`src/rtl/fpil_pkg.sv`:
```
package fpil_pkg;

  localparam int UNIT_CNT = 5;
  localparam int UCLS_W   = 3;

  typedef enum logic [UCLS_W-1:0] {
    UC_ADD    = 3'd0,
    UC_MUL    = 3'd1,
    UC_DIV    = 3'd2,
    UC_SIMPLE = 3'd3,
    UC_CMP    = 3'd4
  } ucls_e;

  typedef enum logic [1:0] {
    WHY_NONE   = 2'd0,
    WHY_STRUCT = 2'd1,
    WHY_RAW    = 2'd2,
    WHY_WAW    = 2'd3
  } why_e;

  function automatic int max2(input int a, input int b);
    return (a > b) ? a : b;
  endfunction

endpackage

```
`src/rtl/fpil_unit_timers.sv`:
```
module fpil_unit_timers #(
  parameter int NUNITS = 5,
  parameter int CNT_W  = 6,
  parameter logic [NUNITS*CNT_W-1:0] RELOAD_PACK = '0
) (
  input  logic              clk,
  input  logic              rst,
  input  logic              load_en,
  input  logic [NUNITS-1:0] load_sel,
  output logic [NUNITS-1:0] busy_o
);

  logic [CNT_W-1:0] left_q [NUNITS];

  for (genvar u = 0; u < NUNITS; u++) begin : g_unit
    localparam logic [CNT_W-1:0] RELOAD = RELOAD_PACK[u*CNT_W +: CNT_W];

    always_ff @(posedge clk) begin
      if (rst) begin
        left_q[u] <= '0;
      end else if (load_en && load_sel[u]) begin
        left_q[u] <= RELOAD;
      end else if (left_q[u] != '0) begin
        left_q[u] <= left_q[u] - 1'b1;
      end
    end

    assign busy_o[u] = (left_q[u] != '0);

    // the arbiter must never launch onto a unit that is still occupied
    assert_no_reload_busy_R3: assert property (@(posedge clk) disable iff (rst)
      (left_q[u] != '0) |-> !(load_en && load_sel[u]));
  end

endmodule

```
`src/rtl/fpil_pend_file.sv`:
```
module fpil_pend_file #(
  parameter int NREGS = 32,
  parameter int AW    = 5,
  parameter int CNT_W = 6
) (
  input  logic             clk,
  input  logic             rst,
  input  logic             wr_en,
  input  logic [AW-1:0]    wr_idx,
  input  logic [CNT_W-1:0] wr_val,
  input  logic [AW-1:0]    rd_a_idx,
  input  logic [AW-1:0]    rd_b_idx,
  input  logic [AW-1:0]    rd_d_idx,
  output logic [CNT_W-1:0] rd_a_cnt,
  output logic [CNT_W-1:0] rd_b_cnt,
  output logic [CNT_W-1:0] rd_d_cnt
);

  logic [CNT_W-1:0] pend_q [NREGS];

  for (genvar r = 0; r < NREGS; r++) begin : g_reg
    always_ff @(posedge clk) begin
      if (rst) begin
        pend_q[r] <= '0;
      end else if (wr_en && (wr_idx == AW'(r))) begin
        pend_q[r] <= wr_val;
      end else if (pend_q[r] != '0) begin
        pend_q[r] <= pend_q[r] - 1'b1;
      end
    end
  end

  assign rd_a_cnt = pend_q[rd_a_idx];
  assign rd_b_cnt = pend_q[rd_b_idx];
  assign rd_d_cnt = pend_q[rd_d_idx];

  // the constant register never accumulates a pending write
  assert_zero_reg_idle_R8: assert property (@(posedge clk) disable iff (rst)
    pend_q[0] == '0);

  // every loaded latency blocks a consumer in the very next cycle
  assert_wr_latency_R4: assert property (@(posedge clk) disable iff (rst)
    wr_en |-> (wr_val > CNT_W'(1)));

endmodule

```
`src/rtl/fpil_hazard_arb.sv`:
```
module fpil_hazard_arb
  import fpil_pkg::*;
#(
  parameter int AW    = 5,
  parameter int CNT_W = 6
) (
  input  logic             valid,
  input  logic             unit_busy,
  input  logic [AW-1:0]    src_a,
  input  logic [AW-1:0]    src_b,
  input  logic [AW-1:0]    dst,
  input  logic [CNT_W-1:0] cnt_a,
  input  logic [CNT_W-1:0] cnt_b,
  input  logic [CNT_W-1:0] cnt_d,
  input  logic [CNT_W-1:0] new_lat,
  output logic             go,
  output logic [1:0]       cause
);

  logic hz_struct, hz_raw, hz_waw;
  why_e why;

  always_comb begin
    hz_struct = unit_busy;
    hz_raw    = ((src_a != '0) && (cnt_a > CNT_W'(1))) ||
                ((src_b != '0) && (cnt_b > CNT_W'(1)));
    hz_waw    = (dst != '0) && (new_lat <= cnt_d);

    if (!valid)         why = WHY_NONE;
    else if (hz_struct) why = WHY_STRUCT;
    else if (hz_raw)    why = WHY_RAW;
    else if (hz_waw)    why = WHY_WAW;
    else                why = WHY_NONE;

    go    = valid && !hz_struct && !hz_raw && !hz_waw;
    cause = why;
  end

endmodule

```
`src/rtl/fpil_issue_interlock.sv`:
```
module fpil_issue_interlock
  import fpil_pkg::*;
#(
  parameter int NUM_REGS = 32,
  parameter int ADD_LAT  = 4,
  parameter int ADD_II   = 3,
  parameter int MUL_LAT  = 8,
  parameter int MUL_II   = 4,
  parameter int DIV_LAT  = 36,
  parameter int DIV_II   = 35,
  parameter int SMP_LAT  = 2,
  parameter int SMP_II   = 1,
  parameter int CMP_LAT  = 3,
  parameter int CMP_II   = 2
) (
  input  logic                        clk,
  input  logic                        rst,
  input  logic                        dec_valid,
  input  logic [2:0]                  dec_unit,
  input  logic [$clog2(NUM_REGS)-1:0] dec_dst,
  input  logic [$clog2(NUM_REGS)-1:0] dec_src_a,
  input  logic [$clog2(NUM_REGS)-1:0] dec_src_b,
  output logic                        issue_go,
  output logic [1:0]                  stall_cause
);

  localparam int AW      = $clog2(NUM_REGS);
  localparam int MAX_LAT = max2(max2(max2(ADD_LAT, MUL_LAT), max2(DIV_LAT, SMP_LAT)),
                                max2(CMP_LAT, max2(DIV_II, MUL_II)));
  localparam int CNT_W   = $clog2(MAX_LAT + 1);

  localparam logic [UNIT_CNT*CNT_W-1:0] LAT_PACK = {
    CNT_W'(CMP_LAT), CNT_W'(SMP_LAT), CNT_W'(DIV_LAT), CNT_W'(MUL_LAT), CNT_W'(ADD_LAT)};
  localparam logic [UNIT_CNT*CNT_W-1:0] RELOAD_PACK = {
    CNT_W'(CMP_II - 1), CNT_W'(SMP_II - 1), CNT_W'(DIV_II - 1),
    CNT_W'(MUL_II - 1), CNT_W'(ADD_II - 1)};

  logic [UNIT_CNT-1:0] unit_sel;
  logic [UNIT_CNT-1:0] unit_busy;
  logic [CNT_W-1:0]    new_lat;
  logic [CNT_W-1:0]    sel_reload;
  logic [CNT_W-1:0]    cnt_a, cnt_b, cnt_d;
  logic                busy_sel;
  logic                wr_en;

  // unit class decode and timing lookup
  always_comb begin
    new_lat    = CNT_W'(SMP_LAT);
    sel_reload = '0;
    for (int u = 0; u < UNIT_CNT; u++) begin
      unit_sel[u] = (dec_unit == UCLS_W'(u));
      if (unit_sel[u]) begin
        new_lat    = LAT_PACK[u*CNT_W +: CNT_W];
        sel_reload = RELOAD_PACK[u*CNT_W +: CNT_W];
      end
    end
    busy_sel = |(unit_busy & unit_sel);
  end

  fpil_unit_timers #(
    .NUNITS     (UNIT_CNT),
    .CNT_W      (CNT_W),
    .RELOAD_PACK(RELOAD_PACK)
  ) u_units (
    .clk     (clk),
    .rst     (rst),
    .load_en (issue_go),
    .load_sel(unit_sel),
    .busy_o  (unit_busy)
  );

  assign wr_en = issue_go && (dec_dst != '0);

  fpil_pend_file #(
    .NREGS(NUM_REGS),
    .AW   (AW),
    .CNT_W(CNT_W)
  ) u_pend (
    .clk     (clk),
    .rst     (rst),
    .wr_en   (wr_en),
    .wr_idx  (dec_dst),
    .wr_val  (new_lat),
    .rd_a_idx(dec_src_a),
    .rd_b_idx(dec_src_b),
    .rd_d_idx(dec_dst),
    .rd_a_cnt(cnt_a),
    .rd_b_cnt(cnt_b),
    .rd_d_cnt(cnt_d)
  );

  fpil_hazard_arb #(
    .AW   (AW),
    .CNT_W(CNT_W)
  ) u_arb (
    .valid    (dec_valid),
    .unit_busy(busy_sel),
    .src_a    (dec_src_a),
    .src_b    (dec_src_b),
    .dst      (dec_dst),
    .cnt_a    (cnt_a),
    .cnt_b    (cnt_b),
    .cnt_d    (cnt_d),
    .new_lat  (new_lat),
    .go       (issue_go),
    .cause    (stall_cause)
  );

  // an empty decode slot neither issues nor reports a hazard
  assert_idle_quiet_R1: assert property (@(posedge clk) disable iff (rst)
    !dec_valid |-> (!issue_go && stall_cause == 2'd0));

  // back-to-back use of a unit with an interval above one is blocked
  assert_struct_next_R3: assert property (@(posedge clk) disable iff (rst)
    (issue_go && sel_reload != '0) |=>
      (!dec_valid || dec_unit != $past(dec_unit) || stall_cause == 2'd1));

  // a consumer of a fresh result one cycle later is held
  assert_raw_next_R4: assert property (@(posedge clk) disable iff (rst)
    (issue_go && dec_dst != '0) |=>
      (!dec_valid || dec_src_a != $past(dec_dst) ||
       stall_cause == 2'd1 || stall_cause == 2'd2));

endmodule

```
`config.mk`:
```
export PLATFORM = sky130hd
export DESIGN_NAME = fpil_issue_interlock
export DESIGN_NICKNAME = d
export VERILOG_FILES = /design/src/rtl/fpil_pkg.sv /design/src/rtl/fpil_unit_timers.sv /design/src/rtl/fpil_pend_file.sv /design/src/rtl/fpil_hazard_arb.sv /design/src/rtl/fpil_issue_interlock.sv
export SDC_FILE = /design/constraint.sdc
export NUM_CORES = 1
export LEC_CHECK = 0
export BUFFER_PORTS_ARGS = -buffer_cell sky130_fd_sc_hd__buf_2
export CELL_PAD_IN_SITES_DETAIL_PLACEMENT = 0
export CELL_PAD_IN_SITES_GLOBAL_PLACEMENT = 1
export CORE_ASPECT_RATIO = 1.2
export CORE_MARGIN = 4
export CORE_UTILIZATION = 35
export CTS_BUF_LIST = sky130_fd_sc_hd__clkbuf_16
export CTS_CLUSTER_DIAMETER = 200
export DETAILED_ROUTE_END_ITERATION = 10
export PLACE_DENSITY_LB_ADDON = 0.1
export REMOVE_ABC_BUFFERS = 1
export SLEW_MARGIN = 20
export SYNTH_ARGS = -nofsm -noshare
export SYNTH_HDL_FRONTEND = slang
export SYNTH_HIERARCHICAL = 1
export SYNTH_SLANG_ARGS = --single-unit
```
`constraint.sdc`:
```
create_clock -name clk -period 5.7 [get_ports clk]
set_clock_uncertainty 0.05 [all_clocks]
set_input_delay 0.285 -clock clk [delete_from_list [all_inputs] [get_ports clk]]
set_output_delay 0.285 -clock clk [all_outputs]
set_load 0.05 [all_outputs]
```
# ---- Word level (Yosys, flattened, before mapping)
# Memory sizes are Yosys's and may differ from the RTL's.
# Cells that the tools add are included.
dict set report totals {
  n_memories 2
  out_inout_bits 3
  ramBits 222
  ff_bits 0
}
dict set report op_classes {
  n_eq_ne 35
  reduce_logical 91
  bitwise 75
  add_sub_neg 37
  order_cmp 3
  n_mux 344
}
# name words word_bits rd rd_ports_with_merged_regs write_ports line_no
set memory_table {}
lappend memory_table {u_pend.pend_q 32 6 35 0 32 fpil_pend_file.sv:19} ;# logic [CNT_W-1:0] pend_q [NREGS];
lappend memory_table {u_units.left_q 5 6 5 0 5 fpil_unit_timers.sv:13} ;# logic [CNT_W-1:0] left_q [NUNITS];
# op n
set op_table {}
lappend op_table {{6-bit two-way mux} 78}
lappend op_table {{1-bit two-way mux} 261}
lappend op_table {{6-bit nonzero test} 37}
lappend op_table {{6-bit by 1-bit subtractor with 6-bit output (second input constant)} 37}
lappend op_table {{5-bit equality test (second input constant)} 16}
lappend op_table {{1-bit OR} 74}
lappend op_table {{1-bit logical AND} 44}
lappend op_table {{5-bit by 4-bit equality test with 1-bit output (second input constant)} 8}
lappend op_table {{5-bit by 3-bit equality test with 1-bit output (second input constant)} 4}
lappend op_table {{5-bit nonzero test} 3}
lappend op_table {{6-bit by 1-bit > comparator with 1-bit output (second input constant)} 2}
lappend op_table {{5-bit by 2-bit equality test with 1-bit output (second input constant)} 2}
lappend op_table {{2-bit two-way mux} 4}
lappend op_table {{3-bit by 2-bit equality test with 1-bit output (second input constant)} 2}
lappend op_table {{6-bit <= comparator} 1}
lappend op_table {{5-bit bitwise AND} 1}
lappend op_table {{5-bit by 1-bit equality test with 1-bit output (second input constant)} 1}
lappend op_table {{5-bit zero test} 1}
lappend op_table {{5-bit OR reduction} 1}
lappend op_table {{3-bit by 1-bit equality test with 1-bit output (second input constant)} 1}
lappend op_table {{3-bit equality test (second input constant)} 1}
lappend op_table {{1-bit zero test} 3}
lappend op_table {{3-bit zero test} 1}
lappend op_table {{3-bit two-way mux} 1}
lappend op_table {{1-bit logical OR} 1}

# ---- Depth between registers and ports, before layout
# Gate-level depths: netlist of run 1.
dict set report logic_depth {
  ltp_word 17
  ltp_mapped 18
  mapped_depth_nobuf 15
}

# ---- Hierarchy
# The synthesis of run 1 kept the hierarchy.
# mod seq_area_each_um2 area_per_inst_um2 n_inst cells_per_inst
set modules_own_cells {}
lappend modules_own_cells {fpil_pend_file 5765.5 15924.0 1 1395}
lappend modules_own_cells {fpil_unit_timers 900.9 1734.2 1 161}
lappend modules_own_cells {fpil_hazard_arb 0.0 279.0 1 38}
lappend modules_own_cells {fpil_issue_interlock 0.0 142.6 1 19}

# ---- Least setup slack after synthesis of run 1
# No wires, ideal clock.
dict set report synth_timing {
  kind {input port to flip-flop}
  start {input port dec_src_a[2]}
  end {memory u_pend.pend_q[16][5] (data pin)}
  stages 16
  path_slack_ns -0.023
  required_ns 5.384
  arrival_time_ns 5.407
  n_path_buf 3
  setup_ns 0.266
  cell_sequence {buf_2 -> clkbuf_1 -> mux4_2 -> mux4_2 -> mux2_2 -> or4_4 -> o22ai_2 -> nand2_1 -> a211oi_1 -> o21a_1 -> nor4bb_1 -> and2_1 -> clkbuf_1 -> a21oi_1 -> a22oi_1 -> nor2_1}
}
# item line_no
set synth_rtl {}
lappend synth_rtl {{start: declaration} fpil_issue_interlock.sv:21} ;# input logic [$clog2(NUM_REGS)-1:0] dec_src_a,
lappend synth_rtl {{end: declaration} fpil_pend_file.sv:19}

==> impl_results.md, run 1 <==
* Tightest Pin Transition at 1.072 ns
* # setup viols final at 0
* FF-to-FF setup slack at 0.84 ns
* Syn. warnings at 6
* Initial core utilization at 35.61%
* Routed vias/inst at 5.873
* Hold buffers post-CTS at 0
* Crit end category: flip-flop
* Crit-path max FO at 8
* DR pass1 iterations at 5
* P_leak at 6.986 nW
* Sw Share at 40.28%
* Num Clock Sinks at 222
* PortBufs at 23
* Fin crit share at 85.21%
* Detail Route Antenna Nets at 0
* Die Span Y at 253.7 um
* Net Sw Power at 4.027 mW
* H-tree Lvls at 1
* Vias at 13300
* Die footprint at 53970 um2
* Global route overflow at 0
* Placer Congestion at 0.8803
* Hold WC Path Type: in2reg
* Detailed placement HPWL at 41930 um
* IO Pins at 24
* Routed WL at 58490 um
* CTS tree: yes
* Tot GR Track Use at 21.46%
* Fmax at 205.9 MHz
* CP Cell Sequence: mux4_2 -> mux4_2 -> mux2_2 -> or4_4 -> o22ai_2 -> nand2_1 -> a211oi_2 -> o21a_1 -> nand2b_1 -> nor2_1 -> buf_4 -> a21oi_1 -> nand2b_1
* Critical Path Source Type: flip-flop
* Core Region at 49440 um2
* Row Count at 89
* Fraction of layout cells with a size suffix above 1 at 17.53%
* Slowest stage delay, CP at 0.55 ns
* Crit path time final at 4.857 ns
* Mapped Area at 17610 um2
* DRC at 0
* Final instance area at 19400 um2
* Sequential fraction of design power at 39.4%
* Relative slew slack at 28.50%
* Per-cell routed wire length at 25.83 um
* Comb pwr share at 43.2%
* Dpl cells at 2212
* Placed Instance Area at 18520 um2
* Post-CTS Setup Inserts at 0
* Clock slew at reported path FFs at 0.06 ns
* Root Driver: clkbuf_16
* Slowest cell on the critical path: edfxtp_1
* Chip width at 212.7 um
* CTS max path bufs at 3
* Outcome: finished, final reports clean
* Syn_area_per_cell at 11.07 um2
* Maximum VDD drop at 0.2903 mV
* Initial DRC count at 1228
* NumNets Final at 1706
* Most common cell after layout, fill and taps aside: edfxtp_1
* Fin cells at 2264
* RSZ-0062 raised after global routing: no
* PwrDens at 515.3 nW/um2
* Cells after Synth at 1591
* Max_cap viols at 0
* Clock share of power at 17.4%
* Cts repair resizes at 0
* Required time worst endpoint at 5.88 ns
* Initial antenna violation count at 1
* Worst path arrival time at 5.04 ns
* CTS Buf Count at 28
* Largest net degree at the start of global routing at 56
* Vias in the first global route at 13270
* Most frequent cells in the layout: edfxtp_1 (222), nand2_1 (213), nor2_1 (167)
* Worst-skew pair later-pin latency at 0.57 ns
* Critical path class: reg2reg
* Final Hold Viols at 0
* Max-slew violations at 0
* First-pass GRT wire length at 87050 um
* Int Pwr at 5.970 mW
* P&R area growth vs syn at 10.20%
stage by stage:
step           setup slack (ns)  total power, mW  hold WS (ns)  TNS (ns)  util (%)
6_report                 0.8432            9.997        0.2622         0     39.24
5_1_grt                  0.6422            10.71        0.2833         0     39.24
4_1_cts                  0.8921            10.03        0.2371         0     39.24
3_5_place_dp             0.4257            8.216        0.5388         0     37.46
3_3_place_gp             0.4689            8.190        0.5280         0     37.46
2_1_floorplan           -0.6974            6.813        0.4200   -122.48         -
flip-flops by register name, indices dropped and copies added (netlist names):
name	count
u_pend/pend_q	192
u_units/left_q	30
worst max-delay path, delay by kind of cell (launching register included):
| family | cells | cell delay (ns) |
|---|---|---|
| mux | 3 | 1.33 |
| compound gates | 4 | 0.95 |
| buf+inv | 1 | 0.20 |
| flops | 1 | 0.55 |
| simple gates | 5 | 1.45 |
routing by layer:
metal | vias to the layer above | GRT usage (%) | wire length (um)
met5 | - | 0 | 0
met4 | 0 | 7.529 | 2216
met3 | 100 | 2.914 | 3200
met2 | 424 | 34.34 | 27140
met1 | 6779 | 30.07 | 25930
li1 | 5994 | - | -
cell type report:
class | instances | area, um2
Tap cell | 637 | 797.0
Inverter | 83 | 311.5
Antenna cell | 1 | 2.502
Fill cell | 4907 | 30040
Multi-Input combinational cell | 1218 | 10310
Sequential cell | 222 | 6666
Clock inverter | 22 | 153.9
Timing Repair Buffer | 52 | 435.4
Clock buffer | 29 | 725.7
path summary, 6_finish.rpt:
check,startpoint,end,depth (start not counted)
worst max register to register,u_pend/pend_q[7][5],u_pend/pend_q[5][2],13
worst min-delay path,dec_unit[0],u_units/left_q[0][1],4
worst max-delay path,u_pend/pend_q[7][5],u_pend/pend_q[5][2],13
worst min register to register,u_units/left_q[3][0],u_units/left_q[3][0],1
power by group through the flow:
stage / sequential, mW / clock (mW) / combinational, mW
CTS: 3.91 / 1.81 / 4.31
floorplan: 3.39 / 0 / 3.42
global placement: 3.95 / 0 / 4.24
finish: 3.94 / 1.74 / 4.31
detailed placement: 3.94 / 0 / 4.28
global route: 4.03 / 1.87 / 4.81
Power figures use the tool's default switching activity.
==> run 2: changes to the inputs <==
Settings changed: BUFFER_PORTS_ARGS -buffer_cell sky130_fd_sc_hd__buf_2 to -buffer_cell sky130_fd_sc_hd__buf_4.
==> run 2 against run 1 <==
  * Hold slack lost 0.077 ns
  * Sequential power about the same
  * Wire length barely moved
  * Non-clock buffer count fell by 13
  * Clock power decreased by 3%
  * Register-to-register slack got worse by 0.03 ns
  * Critical path type unchanged
  * Highest routed layer unchanged
==> impl_results.md, run 2 (synthesis gave the netlist of run 1 again) <==
* Outcome: finished, final reports clean (unchanged)
* CTS max path bufs at 3 (unchanged)
* Sequential fraction of design power at 39.5% (was 39.4%)
* Cts repair resizes at 0 (unchanged)
* Num Clock Sinks at 222 (unchanged)
* P_leak at 6.876 nW (was 6.986 nW)
* Routed WL at 58470 um (was 58490 um)
* Multi-input logic area at 10310 um2 (unchanged)
* Root Driver: clkbuf_16 (unchanged)
* Required time worst endpoint at 5.88 ns (about the same)
* PortBufs at 23 (unchanged)
* Critical Path Source Type: flip-flop (unchanged)
* CTS tree: yes (unchanged)
* Maximum VDD drop at 0.2284 mV (was 0.2903 mV)
* Sw Share at 40.37% (was 40.28%)
* RSZ-0062 raised after global routing: no (unchanged)
* Clock share of power at 16.9% (was 17.4%)
* Placer Congestion at 0.8458 (was 0.8803)
* Hold Crit Start: dec_unit[0] (unchanged)
* Worst-skew pair later-pin latency at 0.57 ns (about the same)
* Fraction of layout cells with a size suffix above 1 at 16.65% (was 17.53%)
* Post-CTS Setup Inserts at 0 (unchanged)
* Relative slew slack at 37.79% (was 28.50%)
* Top reg by flops: u_pend/pend_q (unchanged)
* DR pass1 iterations at 5 (unchanged)
* H-tree Lvls at 1 (unchanged)
* Crit path time final at 4.889 ns (was 4.857 ns)
* Die Span Y at 253.7 um (unchanged)
* Comb pwr share at 43.6% (was 43.2%)
* Die footprint at 53970 um2 (unchanged)
* Final instance area at 19220 um2 (was 19400 um2)
* Fin Setup TNS at 0 ns (unchanged)
* Core Region at 49440 um2 (unchanged)
* Fillers at 4866 (was 4907)
* Int Pwr at 5.914 mW (was 5.970 mW)
* Crit path from: u_pend/pend_q[23][2] (was u_pend/pend_q[7][5])
* DRC at 0 (unchanged)
* Most frequent cells in the layout: edfxtp_1 (222), nand2_1 (213), nor2_1 (167) (unchanged)
* Post-route core utilization at 38.88% (was 39.24%)
* CTS Buf Count at 29 (was 28)
* Max_cap viols at 0 (unchanged)
* FF-to-FF setup slack at 0.81 ns (was 0.84 ns)
* Per-cell routed wire length at 26.02 um (was 25.83 um)
* Final Hold Viols at 0 (unchanged)
* Reg2reg path depth at 13 (unchanged)
* Vias in the first global route at 13160 (was 13270)
* Hold WC Path Type: in2reg (unchanged)
* Most common cell after layout, fill and taps aside: edfxtp_1 (unchanged)
* Largest net degree at the start of global routing at 56 (unchanged)
* Fmax at 204.5 MHz (was 205.9 MHz)
* Clock slew at reported path FFs at 0.06 ns (about the same)
* First-pass GRT wire length at 87260 um (was 87050 um)
* Detailed placement HPWL at 41590 um (was 41930 um)
* FF/Latch Area at 6666 um2 (unchanged)
* Max reg flops at 192 (unchanged)
* Tightest Pin Transition at 0.9312 ns (was 1.072 ns)
* IO Pins at 24 (unchanged)
* Regs by FF count: u_pend/pend_q: 192 flops, u_units/left_q: 30 flops (unchanged)
* Row Count at 89 (unchanged)
* Fin crit share at 85.78% (was 85.21%)
* Tot GR Track Use at 21.46% (about the same)
* WHS Endpoint: u_units/left_q[0][1] (unchanged)
* Detail Route Antenna Nets at 0 (unchanged)
* Crit end category: flip-flop (unchanged)
* # setup viols final at 0 (unchanged)
* Max-slew violations at 0 (unchanged)
* RR Startpoint: u_pend/pend_q[23][2] (was u_pend/pend_q[7][5])
* Vias at 13240 (was 13300)
* NumNets Final at 1694 (was 1706)
* Placed Instance Area at 18390 um2 (was 18520 um2)
* Hold buffers post-CTS at 0 (unchanged)
* Net Sw Power at 4.003 mW (was 4.027 mW)
* Initial antenna violation count at 0 (was 1)
* Global route overflow at 0 (unchanged)
* Chip width at 212.7 um (unchanged)
* Total power at 9.918 mW (was 9.997 mW)
* Diode count at 0 (was 1)
* Crit-path max FO at 7 (was 8)
* Worst hold stages at 4 (unchanged)
* PwrDens at 516.0 nW/um2 (was 515.3 nW/um2)
* RR Endpoint: u_pend/pend_q[13][2] (was u_pend/pend_q[5][2])
* Critical path class: reg2reg (unchanged)
* P&R area growth vs syn at 9.167% (was 10.20%)
* Initial DRC count at 1113 (was 1228)
* Worst path arrival time at 5.07 ns (was 5.04 ns)
* Initial core utilization at 35.61% (unchanged)
* Routed vias/inst at 5.891 (was 5.873)
==> run 2: changes by cell type in the layout (fill, tap and decap cells not counted), sizes merged <==
cell	delta
inv	-2
bufinv	-1
diode	-1
buf	-13
==> run 2: layout make-up <==
type                            instances  share of cell area, %
Inverter                               83                  1.621
Clock inverter                         19                 0.5468
Tap cell                              637                  4.147
Sequential cell                       222                  34.68
Clock buffer                           29                  3.776
Timing Repair Buffer                   39                  1.588
Multi-Input combinational cell       1218                  53.64
==> run 2: worst max-delay path by stage <==
| stage | slack, ns | to | depth (start not counted) |
|---|---|---|---|
| detailed placement | 0.32 | u_pend/pend_q[13][2] | 14 |
| finish | 0.81 | u_pend/pend_q[13][2] | 13 |
| floorplan | -0.70 | u_pend/pend_q[16][5] | 13 |
| global placement | 0.45 | u_pend/pend_q[13][1] | 14 |
| CTS | 0.86 | u_pend/pend_q[13][2] | 13 |
| global route | 0.69 | u_pend/pend_q[13][4] | 14 |
==> run 2: power by group through the flow <==
stage                     Clock, mW  Sequential (mW)  Combinational (mW)
final                          1.68             3.92                4.32
after global routing           1.80             4.01                4.79
after CTS                      1.73             3.90                4.32
after detailed placement          0             3.93                4.29
after global placement            0             3.93                4.25
after floorplan                   0             3.39                3.42
==> run 2: metal layers <==
layer	vias to the layer above	global-route usage (%)	wire length, um
li1	5954	-	-
met1	6751	29.47	25140
met2	438	35.32	27990
met3	94	3.062	3446
met4	0	6.775	1892
met5	-	0	0
==> run 2: stage by stage <==
step / setup slack, ns / instances / hold WS, ns
floorplan: -0.6974 / 1523 / 0.4200
detailed placement: 0.3156 / 2199 / 0.5588
global route: 0.6858 / 2247 / 0.2249
finish: 0.8106 / 2247 / 0.1849
global placement: 0.4463 / 2199 / 0.5427
CTS: 0.8567 / 2247 / 0.1570
==> run 2: worst max-delay path, cell delays in order, from the launching register on <==
cell and delay, ns:
edfxtp_1 0.53, mux4_2 0.52, mux4_2 0.53, mux2_2 0.29, or4_4 0.51, o22ai_2 0.19
nand2_1 0.10, a211oi_2 0.23, o21a_1 0.23, nand2b_1 0.15, nor2_1 0.49, buf_4 0.21
a31oi_1 0.16, nand2b_1 0.35
==> run 3: changes to the inputs <==
Settings changed: CELL_PAD_IN_SITES_DETAIL_PLACEMENT 0 to not set, CELL_PAD_IN_SITES_GLOBAL_PLACEMENT 1 to not set, PLACE_DENSITY_LB_ADDON 0.1 to not set, RECOVER_POWER set to 25.
==> run 3 against run 2 <==
  * Sequential share of layout area shrank 0.22 points
  * Non-clock buffer count increased by 6
  * Die area unchanged
  * Clock power grew 8%
  * Flip-flop and latch count stayed put
  * Critical endpoint is now issue_go
  * Wire length is 9.9% lower
  * Global-route usage shrank 2.1 points
  * Critical path type is now reg2out
  * Combinational power is 0.9% lower
==> impl_results.md, run 3 (synthesis gave the netlist of run 1 again) <==
* Outcome: finished, final reports clean (unchanged)
* Fin crit share at 87.62% (was 85.78%)
* Fillers at 4782 (was 4866)
* Die Span Y at 253.7 um (unchanged)
* RR Startpoint: u_pend/pend_q[6][2] (was u_pend/pend_q[23][2])
* Fraction of layout cells with a size suffix above 1 at 16.65% (about the same)
* Detailed placement HPWL at 37340 um (was 41590 um)
* Root Driver: clkbuf_16 (unchanged)
* Final instance area at 19340 um2 (was 19220 um2)
* Initial antenna violation count at 1 (was 0)
* Placer Congestion at 0.9107 (was 0.8458)
* Worst path arrival time at 4.66 ns (was 5.07 ns)
* # setup viols final at 0 (unchanged)
* Die footprint at 53970 um2 (unchanged)
* DR pass1 iterations at 5 (unchanged)
* Max reg flops at 192 (unchanged)
* Clock slew at reported path FFs at 0.06 ns (about the same)
* Row Count at 89 (unchanged)
* Sequential fraction of design power at 38.8% (was 39.5%)
* Tot GR Track Use at 19.37% (was 21.46%)
* P_leak at 6.916 nW (was 6.876 nW)
* Tightest Pin Transition at 0.9391 ns (was 0.9312 ns)
* Post-route core utilization at 39.13% (was 38.88%)
* Crit-path max FO at 11 (was 7)
* Critical path class: reg2out (was reg2reg)
* First-pass GRT wire length at 80970 um (was 87260 um)
* CTS Buf Count at 26 (was 29)
* Hold buffers post-CTS at 0 (unchanged)
* Routed WL at 52680 um (was 58470 um)
* H-tree Lvls at 1 (unchanged)
* Chip width at 212.7 um (unchanged)
* Required time worst endpoint at 5.37 ns (was 5.88 ns)
* CTS tree: yes (unchanged)
* Crit end category: output pin (was flip-flop)
* Num Clock Sinks at 222 (unchanged)
* Most frequent cells in the layout: edfxtp_1 (222), nand2_1 (213), nor2_1 (167) (unchanged)
* Clock share of power at 18.2% (was 16.9%)
* Worst path buffer plus inverter count at 2 (was 1)
* CP Cell Sequence: mux4_2 -> mux4_2 -> mux2_2 -> or4_1 -> o22ai_1 -> nand2_1 -> a211oi_1 -> clkbuf_1 -> clkbuf_1 (was mux4_2 -> mux4_2 -> mux2_2 -> or4_4 -> o22ai_2 -> nand2_1 -> a211oi_2 -> o21a_1 -> nand2b_1 -> nor2_1 -> buf_4 -> a31oi_1 -> nand2b_1)
* Initial core utilization at 35.61% (unchanged)
* Placed Instance Area at 18470 um2 (was 18390 um2)
* Slowest stage delay, CP at 0.55 ns (was 0.53 ns)
* Vias in the first global route at 13430 (was 13160)
* Hold WC Path Type: in2reg (unchanged)
* Global route overflow at 0 (unchanged)
* Crit path max-delay family: multiplexers (was simple AND/OR/NAND/NOR gates)
* Comb pwr share at 43.1% (was 43.6%)
* Crit path time final at 4.995 ns (was 4.889 ns)
* PortBufs at 23 (unchanged)
* Int Pwr at 6.026 mW (was 5.914 mW)
* Max_cap viols at 0 (unchanged)
* Sw Share at 39.44% (was 40.37%)
* Final Hold Viols at 0 (unchanged)
* Diode count at 0 (unchanged)
* Hold Crit Start: dec_unit[0] (unchanged)
* Slowest cell on the critical path: edfxtp_1 (unchanged)
* Multi-input logic area at 10290 um2 (was 10310 um2)
* Post-CTS Setup Inserts at 0 (unchanged)
* RSZ-0062 raised after global routing: no (unchanged)
* Critical Path Source Type: flip-flop (unchanged)
* NumNets Final at 1697 (was 1694)
* Max-slew violations at 0 (unchanged)
* Crit path from: u_pend/pend_q[6][2] (was u_pend/pend_q[23][2])
* P&R area growth vs syn at 9.871% (was 9.167%)
* Routed vias/inst at 6.008 (was 5.891)
* Net Sw Power at 3.925 mW (was 4.003 mW)
* Worst-skew pair later-pin latency at 0.57 ns (about the same)
* Top reg by flops: u_pend/pend_q (unchanged)
* Cts repair resizes at 0 (unchanged)
* Core Region at 49440 um2 (unchanged)
* Regs by FF count: u_pend/pend_q: 192 flops, u_units/left_q: 30 flops (unchanged)
* IO Pins at 24 (unchanged)
* Initial DRC count at 1315 (was 1113)
* Vias at 13540 (was 13240)
* CTS max path bufs at 3 (unchanged)
* FF/Latch Area at 6666 um2 (unchanged)
* DRC at 0 (unchanged)
* Detail Route Antenna Nets at 0 (unchanged)
* Total power at 9.951 mW (was 9.918 mW)
* Fmax at 200.2 MHz (was 204.5 MHz)
* Most common cell after layout, fill and taps aside: edfxtp_1 (unchanged)
* PwrDens at 514.4 nW/um2 (was 516.0 nW/um2)
* Largest net degree at the start of global routing at 56 (unchanged)
* Relative slew slack at 37.39% (was 37.79%)
* Per-cell routed wire length at 23.38 um (was 26.02 um)
* Maximum VDD drop at 0.2389 mV (was 0.2284 mV)
[run 3: final timing paths]
path | slack, ns | to | cells past startpoint
worst min register to register | 0.55 | u_units/left_q[3][0] | 1
worst max-delay path | 0.71 | issue_go | 9
worst min-delay path | 0.18 | u_units/left_q[0][1] | 4
worst max register to register | 0.71 | u_pend/pend_q[13][1] | 13
[run 3: power by group through the flow]
stage | Clock, mW | Sequential [mW] | Combinational, mW
after global placement | 0 | 3.80 | 4.15
after CTS | 1.85 | 3.82 | 4.29
final | 1.81 | 3.86 | 4.28
after floorplan | 0 | 3.39 | 3.42
after global routing | 1.92 | 3.94 | 4.73
after detailed placement | 0 | 3.84 | 4.25
[run 3: cell type report]
type | instances | area share, %
clock buffer | 27 | 3.493
clock inverter | 21 | 1.184
inverter | 83 | 1.611
multi-input combinational | 1218 | 53.20
sequential | 222 | 34.46
tap | 637 | 4.120
timing repair buffer | 45 | 1.927
[run 3: worst register-to-register path: stages, from the launching register on]
cell and delay [ns]:
edfxtp_1 0.55, mux4_2 0.54, mux4_2 0.49, mux2_2 0.27, or4_1 0.50, o22ai_1 0.25
nand2_1 0.09, a211oi_1 0.30, o21a_1 0.43, nand2b_1 0.20, nor2_1 0.19, buf_4 0.17
a31oi_1 0.23, nand2b_1 0.39
[run 3: routing by layer]
| layer | GRT usage [%] | vias up | part of all wire [%] |
|---|---|---|---|
| met4 | 8.892 | 0 | 5.3 |
| met3 | 2.420 | 147 | 7.7 |
| met5 | 0 | - | 0 |
| li1 | - | 5979 | - |
| met2 | 32.95 | 683 | 49 |
| met1 | 24.70 | 6728 | 38 |
[run 3: per-stage QoR]
| step | hold slack (ns) | setup WS [ns] | std cells | TNS, ns |
|---|---|---|---|---|
| 4_1_cts | 0.1570 | 0.9194 | 2253 | 0 |
| 3_3_place_gp | 0.5335 | 0.6646 | 2205 | 0 |
| 6_report | 0.1807 | 0.7055 | 2253 | 0 |
| 2_1_floorplan | 0.4200 | -0.6974 | 1523 | -122.48 |
| 3_5_place_dp | 0.5450 | 0.5703 | 2205 | 0 |
| 5_1_grt | 0.2148 | 0.4199 | 2253 | 0 |
